### src/rtl/audclk_pkg.sv
package audclk_pkg;
  localparam int MAX_RATIO      = 512;
  localparam int BITS_PER_FRAME = 64;
  localparam int HALF_PHASES    = 2 * BITS_PER_FRAME;
  localparam int SEL_W          = 3;
  localparam int RATIO_W        = $clog2(MAX_RATIO + 1);
  localparam int CNT_W          = $clog2(MAX_RATIO);
  localparam int IDX_W          = $clog2(HALF_PHASES);
  localparam int HP_W           = $clog2(HALF_PHASES + 1);

  typedef logic [RATIO_W-1:0] ratio_t;
  typedef logic [HP_W-1:0]    halves_t;
  typedef logic [SEL_W-1:0]   sel_t;

  // Selector code to master-clock cycles per frame.
  function automatic ratio_t decode_ratio(input sel_t sel);
    ratio_t r;
    case (sel)
      3'd0:    r = ratio_t'(125);
      3'd1:    r = ratio_t'(128);
      3'd2:    r = ratio_t'(192);
      3'd3:    r = ratio_t'(250);
      3'd4:    r = ratio_t'(256);
      3'd5:    r = ratio_t'(272);
      3'd6:    r = ratio_t'(384);
      default: r = ratio_t'(512);
    endcase
    return r;
  endfunction

  // Half-phases per frame: full count when the ratio allows one cycle each.
  function automatic halves_t halves_for(input ratio_t r);
    halves_t h;
    if (r >= ratio_t'(HALF_PHASES)) h = halves_t'(HALF_PHASES);
    else                            h = halves_t'(HALF_PHASES / 2);
    return h;
  endfunction
endpackage

### src/rtl/audclk_ratio_latch.sv
module audclk_ratio_latch
  import audclk_pkg::*;
(
  input  logic    clk,
  input  logic    rst_n,
  input  logic    load_i,
  input  sel_t    sel_i,
  output ratio_t  ratio_o,
  output halves_t halves_o
);
  ratio_t  ratio_q,  ratio_d;
  halves_t halves_q, halves_d;

  always_comb begin
    ratio_d  = ratio_q;
    halves_d = halves_q;
    if (load_i) begin
      ratio_d  = decode_ratio(sel_i);
      halves_d = halves_for(ratio_d);
    end
  end

  always_ff @(posedge clk or negedge rst_n) begin
    if (!rst_n) begin
      ratio_q  <= ratio_t'(MAX_RATIO);
      halves_q <= halves_t'(HALF_PHASES);
    end else begin
      ratio_q  <= ratio_d;
      halves_q <= halves_d;
    end
  end

  assign ratio_o  = ratio_q;
  assign halves_o = halves_q;

  // the active ratio only moves on a frame-start edge
  assert_ratio_hold_R7: assert property (@(posedge clk) disable iff (!rst_n)
    !load_i |=> $stable(ratio_q));
endmodule

### src/rtl/audclk_frame_counter.sv
module audclk_frame_counter
  import audclk_pkg::*;
(
  input  logic   clk,
  input  logic   rst_n,
  input  ratio_t ratio_i,
  output logic   start_o,
  output logic   strobe_o
);
  logic             run_q;
  logic [CNT_W-1:0] cnt_q, cnt_d;
  logic             strobe_q;
  logic             last_cyc;

  always_comb begin
    last_cyc = ({1'b0, cnt_q} == (ratio_i - ratio_t'(1)));
    start_o  = !run_q || last_cyc;
    cnt_d    = start_o ? '0 : cnt_q + 1'b1;
  end

  always_ff @(posedge clk or negedge rst_n) begin
    if (!rst_n) begin
      run_q    <= 1'b0;
      cnt_q    <= '0;
      strobe_q <= 1'b0;
    end else begin
      run_q    <= 1'b1;
      cnt_q    <= cnt_d;
      strobe_q <= start_o;
    end
  end

  assign strobe_o = strobe_q;

  // strobe never lasts two cycles (every ratio exceeds one)
  assert_strobe_single_R3: assert property (@(posedge clk) disable iff (!rst_n)
    strobe_q |=> !strobe_q);
endmodule

### src/rtl/audclk_phase_accum.sv
module audclk_phase_accum
  import audclk_pkg::*;
(
  input  logic    clk,
  input  logic    rst_n,
  input  logic    restart_i,
  input  ratio_t  ratio_i,
  input  halves_t halves_i,
  output logic    sclk_o,
  output logic    lrck_o
);
  logic [RATIO_W-1:0] acc_q, acc_d;
  logic [RATIO_W:0]   sum;
  logic               step;
  logic [IDX_W-1:0]   idx_q, idx_d;
  logic               lrck_q, lrck_d;
  logic [RATIO_W-1:0] run_q, run_d;

  always_comb begin
    sum  = {1'b0, acc_q} + (RATIO_W+1)'(halves_i);
    step = (sum >= {1'b0, ratio_i});
    if (restart_i) begin
      acc_d = '0;
      idx_d = '0;
    end else if (step) begin
      acc_d = RATIO_W'(sum - {1'b0, ratio_i});
      idx_d = idx_q + 1'b1;
    end else begin
      acc_d = RATIO_W'(sum);
      idx_d = idx_q;
    end
    lrck_d = (HP_W'(idx_d) >= (halves_i >> 1));
    run_d  = (restart_i || step) ? '0 : run_q + 1'b1;
  end

  always_ff @(posedge clk or negedge rst_n) begin
    if (!rst_n) begin
      acc_q  <= '0;
      idx_q  <= '0;
      lrck_q <= 1'b0;
      run_q  <= '0;
    end else begin
      acc_q  <= acc_d;
      idx_q  <= idx_d;
      lrck_q <= lrck_d;
      run_q  <= run_d;
    end
  end

  assign sclk_o = idx_q[0];
  assign lrck_o = lrck_q;

  // a half-phase ending mid-frame lasts floor or ceil of ratio/halves
  assert_phase_len_R5: assert property (@(posedge clk) disable iff (!rst_n)
    (step && !restart_i) |->
      ((int'(run_q) + 1) * int'(halves_i) + int'(halves_i) > int'(ratio_i)) &&
      ((int'(run_q) + 1) * int'(halves_i) < int'(ratio_i) + int'(halves_i)));

  // lrck rises at the start of a low sclk phase
  assert_lrck_rise_R6: assert property (@(posedge clk) disable iff (!rst_n)
    $rose(lrck_q) |-> !idx_q[0]);
endmodule

### src/rtl/audclk_divider.sv
module audclk_divider
  import audclk_pkg::*;
(
  input  logic             mclk_i,
  input  logic             rst_n_i,
  input  logic [SEL_W-1:0] ratio_sel_i,
  output logic             sclk_o,
  output logic             lrck_o,
  output logic             frame_strobe_o
);
  ratio_t  ratio;
  halves_t halves;
  logic    frame_start;

  audclk_frame_counter u_frame (
    .clk      (mclk_i),
    .rst_n    (rst_n_i),
    .ratio_i  (ratio),
    .start_o  (frame_start),
    .strobe_o (frame_strobe_o)
  );

  audclk_ratio_latch u_ratio (
    .clk      (mclk_i),
    .rst_n    (rst_n_i),
    .load_i   (frame_start),
    .sel_i    (ratio_sel_i),
    .ratio_o  (ratio),
    .halves_o (halves)
  );

  audclk_phase_accum u_phase (
    .clk       (mclk_i),
    .rst_n     (rst_n_i),
    .restart_i (frame_start),
    .ratio_i   (ratio),
    .halves_i  (halves),
    .sclk_o    (sclk_o),
    .lrck_o    (lrck_o)
  );

  // frame start sits in a low phase of both clocks
  assert_strobe_low_R3: assert property (@(posedge mclk_i) disable iff (!rst_n_i)
    frame_strobe_o |-> (!sclk_o && !lrck_o));

  // a strobe is followed by running clocks, never a stuck strobe
  assert_free_run_R8: assert property (@(posedge mclk_i) disable iff (!rst_n_i)
    frame_strobe_o |=> !frame_strobe_o);
endmodule

### config.mk
export PLATFORM = sky130hd
export DESIGN_NAME = audclk_divider
export DESIGN_NICKNAME = d
export VERILOG_FILES = /design/src/rtl/audclk_pkg.sv /design/src/rtl/audclk_ratio_latch.sv /design/src/rtl/audclk_frame_counter.sv /design/src/rtl/audclk_phase_accum.sv /design/src/rtl/audclk_divider.sv
export SDC_FILE = /design/constraint.sdc
export NUM_CORES = 1
export LEC_CHECK = 0
export CORE_MARGIN = 2
export CORE_UTILIZATION = 54
export DETAILED_ROUTE_END_ITERATION = 10
export PLACE_DENSITY = 0.71
export SKIP_CTS_REPAIR_TIMING = 1
export SLEW_MARGIN = 20
export SYNTH_ARGS = -nofsm -noshare
export SYNTH_HDL_FRONTEND = slang
export SYNTH_HIERARCHICAL = 1
export SYNTH_SLANG_ARGS = --single-unit
### constraint.sdc
create_clock -name mclk_i -period 9.6 [get_ports mclk_i]
set_input_delay 0.96 -clock mclk_i [delete_from_list [all_inputs] [get_ports mclk_i]]
set_output_delay 0.96 -clock mclk_i [all_outputs]
set_load 0.05 [all_outputs]
==> impl_metrics.tcl <==
set metrics [dict create \
    ys_ff_latch 39 \
    dp.cells 432 \
    die_w_um 80.8 \
    drive_gt1_frac 0.0761 \
    drv_cap 0 \
    synth_simple_gate_area_frac 0.178 \
    fin_skew_ns 0.00556 \
    fmax_mhz 228 \
    port_buffers 7 \
    synth_edf_count 0 \
    area_growth_pct 4.52 \
    p_leak_nw 1.53 \
    p_per_area_nw_per_um2 273 \
    drtAntennaViolNets 0 \
    core_area_um2 5610 \
    routed_wl_um 6860 \
    first_pass_iters 4 \
    cts_tree "done" \
    gp_congestion 0.892 \
    synth_ff_type "dfrtp_1" \
    dieHeight_um 80.8 \
    end_kind "register" \
    htreeDepth 2 \
    start_kind "register" \
    fin_crit_sh 0.457 \
    final_hold_viol_count 0 \
    slew_headroom 0.284 \
    crit_required_ns 9.78 \
    drv_slew 0 \
    path_clk_slew_ns 0.08 \
    grt_pass1_wl_um 11800 \
    cp_max_fo 13 \
    finalInstanceArea_um2 3330 \
    antenna_found_initial 0 \
    synth.distinct_cells 65 \
    finalSetupViolCount 0 \
    tns_ns 0 \
    num_vias 2584 \
    synth_area_um2 3180 \
    insertion_delay_ns 0.29 \
    numClockSinks 39 \
    critPathKind "reg -> reg" \
    synth_top_family_by_area "compound AO/OA/AOI/OAI gates" \
    postSynthCellCount 367 \
    synth-adder-area-share 0.123 \
    rows 27 \
    grtUsageTotal 0.234 \
    yosysWarnings 6 \
    final_core_util 0.593 \
    nets 402 \
    grt_overflow_total 0 \
    clock_path_buffers 2 \
    grt_pass1_vias 2445 \
    numCtsBuffers 5 \
    rsz0062_at_grt "no" \
    ys_seq_area_frac 0.308 \
    holdCritPathClass "reg -> reg" \
    cp.arrival_ns 4.56 \
    design.die.area_um2 6520 \
    drt_iter0_drc 177 \
    start_util 0.567 \
    syn_avg_cell_area_um2 8.67 \
    post_drt_wl_per_cell_um 15.6 \
    place_area_um2 3240 \
    synth-async-reset-ratio 1.00 \
    dp_hpwl_um 4940 \
    period_needed_ns 4.38 \
    num_antenna_cells 0 \
    drc 0 \
    ir_drop_uv 147 \
    viasPerCell 5.87 \
    final_cells 440 \
    synthMuxAreaShare 0.0177 \
    tightest_slew_ns 1.07 \
    synth_compound_area_frac 0.213 \
    clockRootBuffer "clkbuf_8" \
    io_pins 8 \
    synth_xor_area_frac 0.0826 \
    grt_max_degree 40 \
    outcome "finished clean" \
]
-- Yosys cell counts (all sizes together) (3+ instances only) --
master,n,area (um2)
o211ai,3,22.5
nand4,4,25.0
xnor2,17,149
o21a,3,22.5
xor2,13,114
nand2,30,113
nor2b,8,50.1
a21oi,34,174
clkbuf,5,20.0
inv,30,115
or3,3,18.8
mux2,5,56.3
a211oi,4,30.0
dfrtp,37,926
or2,3,18.8
o21ai,22,114
ha,28,350
buf,15,106
nor3,9,56.3
nand2b,8,50.1
a21o,6,45.0
nand3,21,105
nor2,18,67.6
-- state kept, by name, summed over array words and instances (netlist names) --
name,cells
u_phase/idx_q,7
u_ratio/ratio_o,8
u_frame/cnt_q,9
u_frame/strobe_o,1
u_phase/acc_q,10
u_phase/lrck_o,1
u_frame/run_q,1
u_ratio/halves_o,2
-- worst max-delay path, cell delays in order (launching register included) --
cell	delay [ns]
dfrtp_1	0.41
ha_1	0.37
o21a_1	0.20
o22a_1	0.24
xor2_1	0.22
ha_1	0.32
a21oi_1	0.15
o21ai_0	0.16
o21ai_1	0.86
nand3_1	0.16
a21oi_1	0.21
ha_1	0.25
a21o_1	0.16
a21o_1	0.18
a21o_1	0.17
a21oi_1	0.13
o21ai_0	0.09
-- cell usage in the layout (no fill, tap or decap), drive strengths merged, types with 2 or more instances in the layout --
master         instances
ha                    28
clkdlybuf4s50          6
o211ai                 3
nor2                  18
a211oi                 4
a31oi                  2
xor2                  13
dfstp                  2
nor2b                  8
o21a                   3
nor3                   9
and3                   2
conb                   7
nand3                 21
o21ai                 22
or4                    2
clkbuf                 5
or2                    3
nand4                  4
or3                    3
inv                   30
a21o                   6
mux2                   5
dfrtp                 37
xnor2                 17
clkinvlp               2
o21bai                 2
a21oi                 34
nand2b                 8
fa                     2
buf                    2
o211a                  2
nand2                 30
and4                   2
-- per-layer routing --
layer	track usage	up-vias	part of all wire
met4	0.0695	0	0.018
met5	0	-	0
met3	0.0367	12	0.041
met1	0.356	1235	0.50
li1	-	1284	-
met2	0.343	53	0.44
-- path summary, 6_finish.rpt --
path	startpoint	end	slack (ns)	cells after the start
setup / recovery	u_ratio/halves_o[6]	u_phase/lrck_o	5.22	16
hold reg to reg	u_ratio/ratio_o[9]	u_ratio/ratio_o[9]	0.53	1
setup reg to reg	u_ratio/halves_o[6]	u_phase/lrck_o	5.22	16
min in group asynchronous	rst_n_i	u_ratio/ratio_o[5]	0.79	1
hold / removal	u_ratio/ratio_o[9]	u_ratio/ratio_o[9]	0.53	1
max in group asynchronous	rst_n_i	u_phase/acc_q[8]	8.24	1
-- report_power, final --
group | leakage [nW] | switching, mW | internal (mW)
clock network | 0.0402 | 0.0611 | 0.0506
registers | 0.510 | 0.0217 | 0.191
logic | 0.976 | 0.355 | 0.230
-- cell families after synthesis --
family,count (synthesis)
fa+ha+maj,30
compound gates,99
xor+xnor,30
other cells,2
simple gates,112
mux,5
flops,39
buf+inv,50
-- stage by stage --
| step | power [mW] | setup slack [ns] | hold WS [ns] |
|---|---|---|---|
| after global placement | 0.770 | 5.41 | 0.509 |
| after floorplan | 0.671 | 5.91 | 0.483 |
| after detailed placement | 0.775 | 5.33 | 0.514 |
| after global routing | 0.985 | 4.81 | 0.536 |
| final | 0.909 | 5.22 | 0.527 |
| after CTS | 0.896 | 5.28 | 0.526 |
-- area by class of cell --
class                           instances  area, um2
Tap cell                               72       90.1
Sequential cell                        39        978
Inverter                               30        115
Multi-Input combinational cell        283       1980
Timing Repair Buffer                    8       72.6
Fill cell                             530       2280
Clock buffer                            5       68.8
Clock inverter                          3       20.0
(Power assumes the default switching activity.)
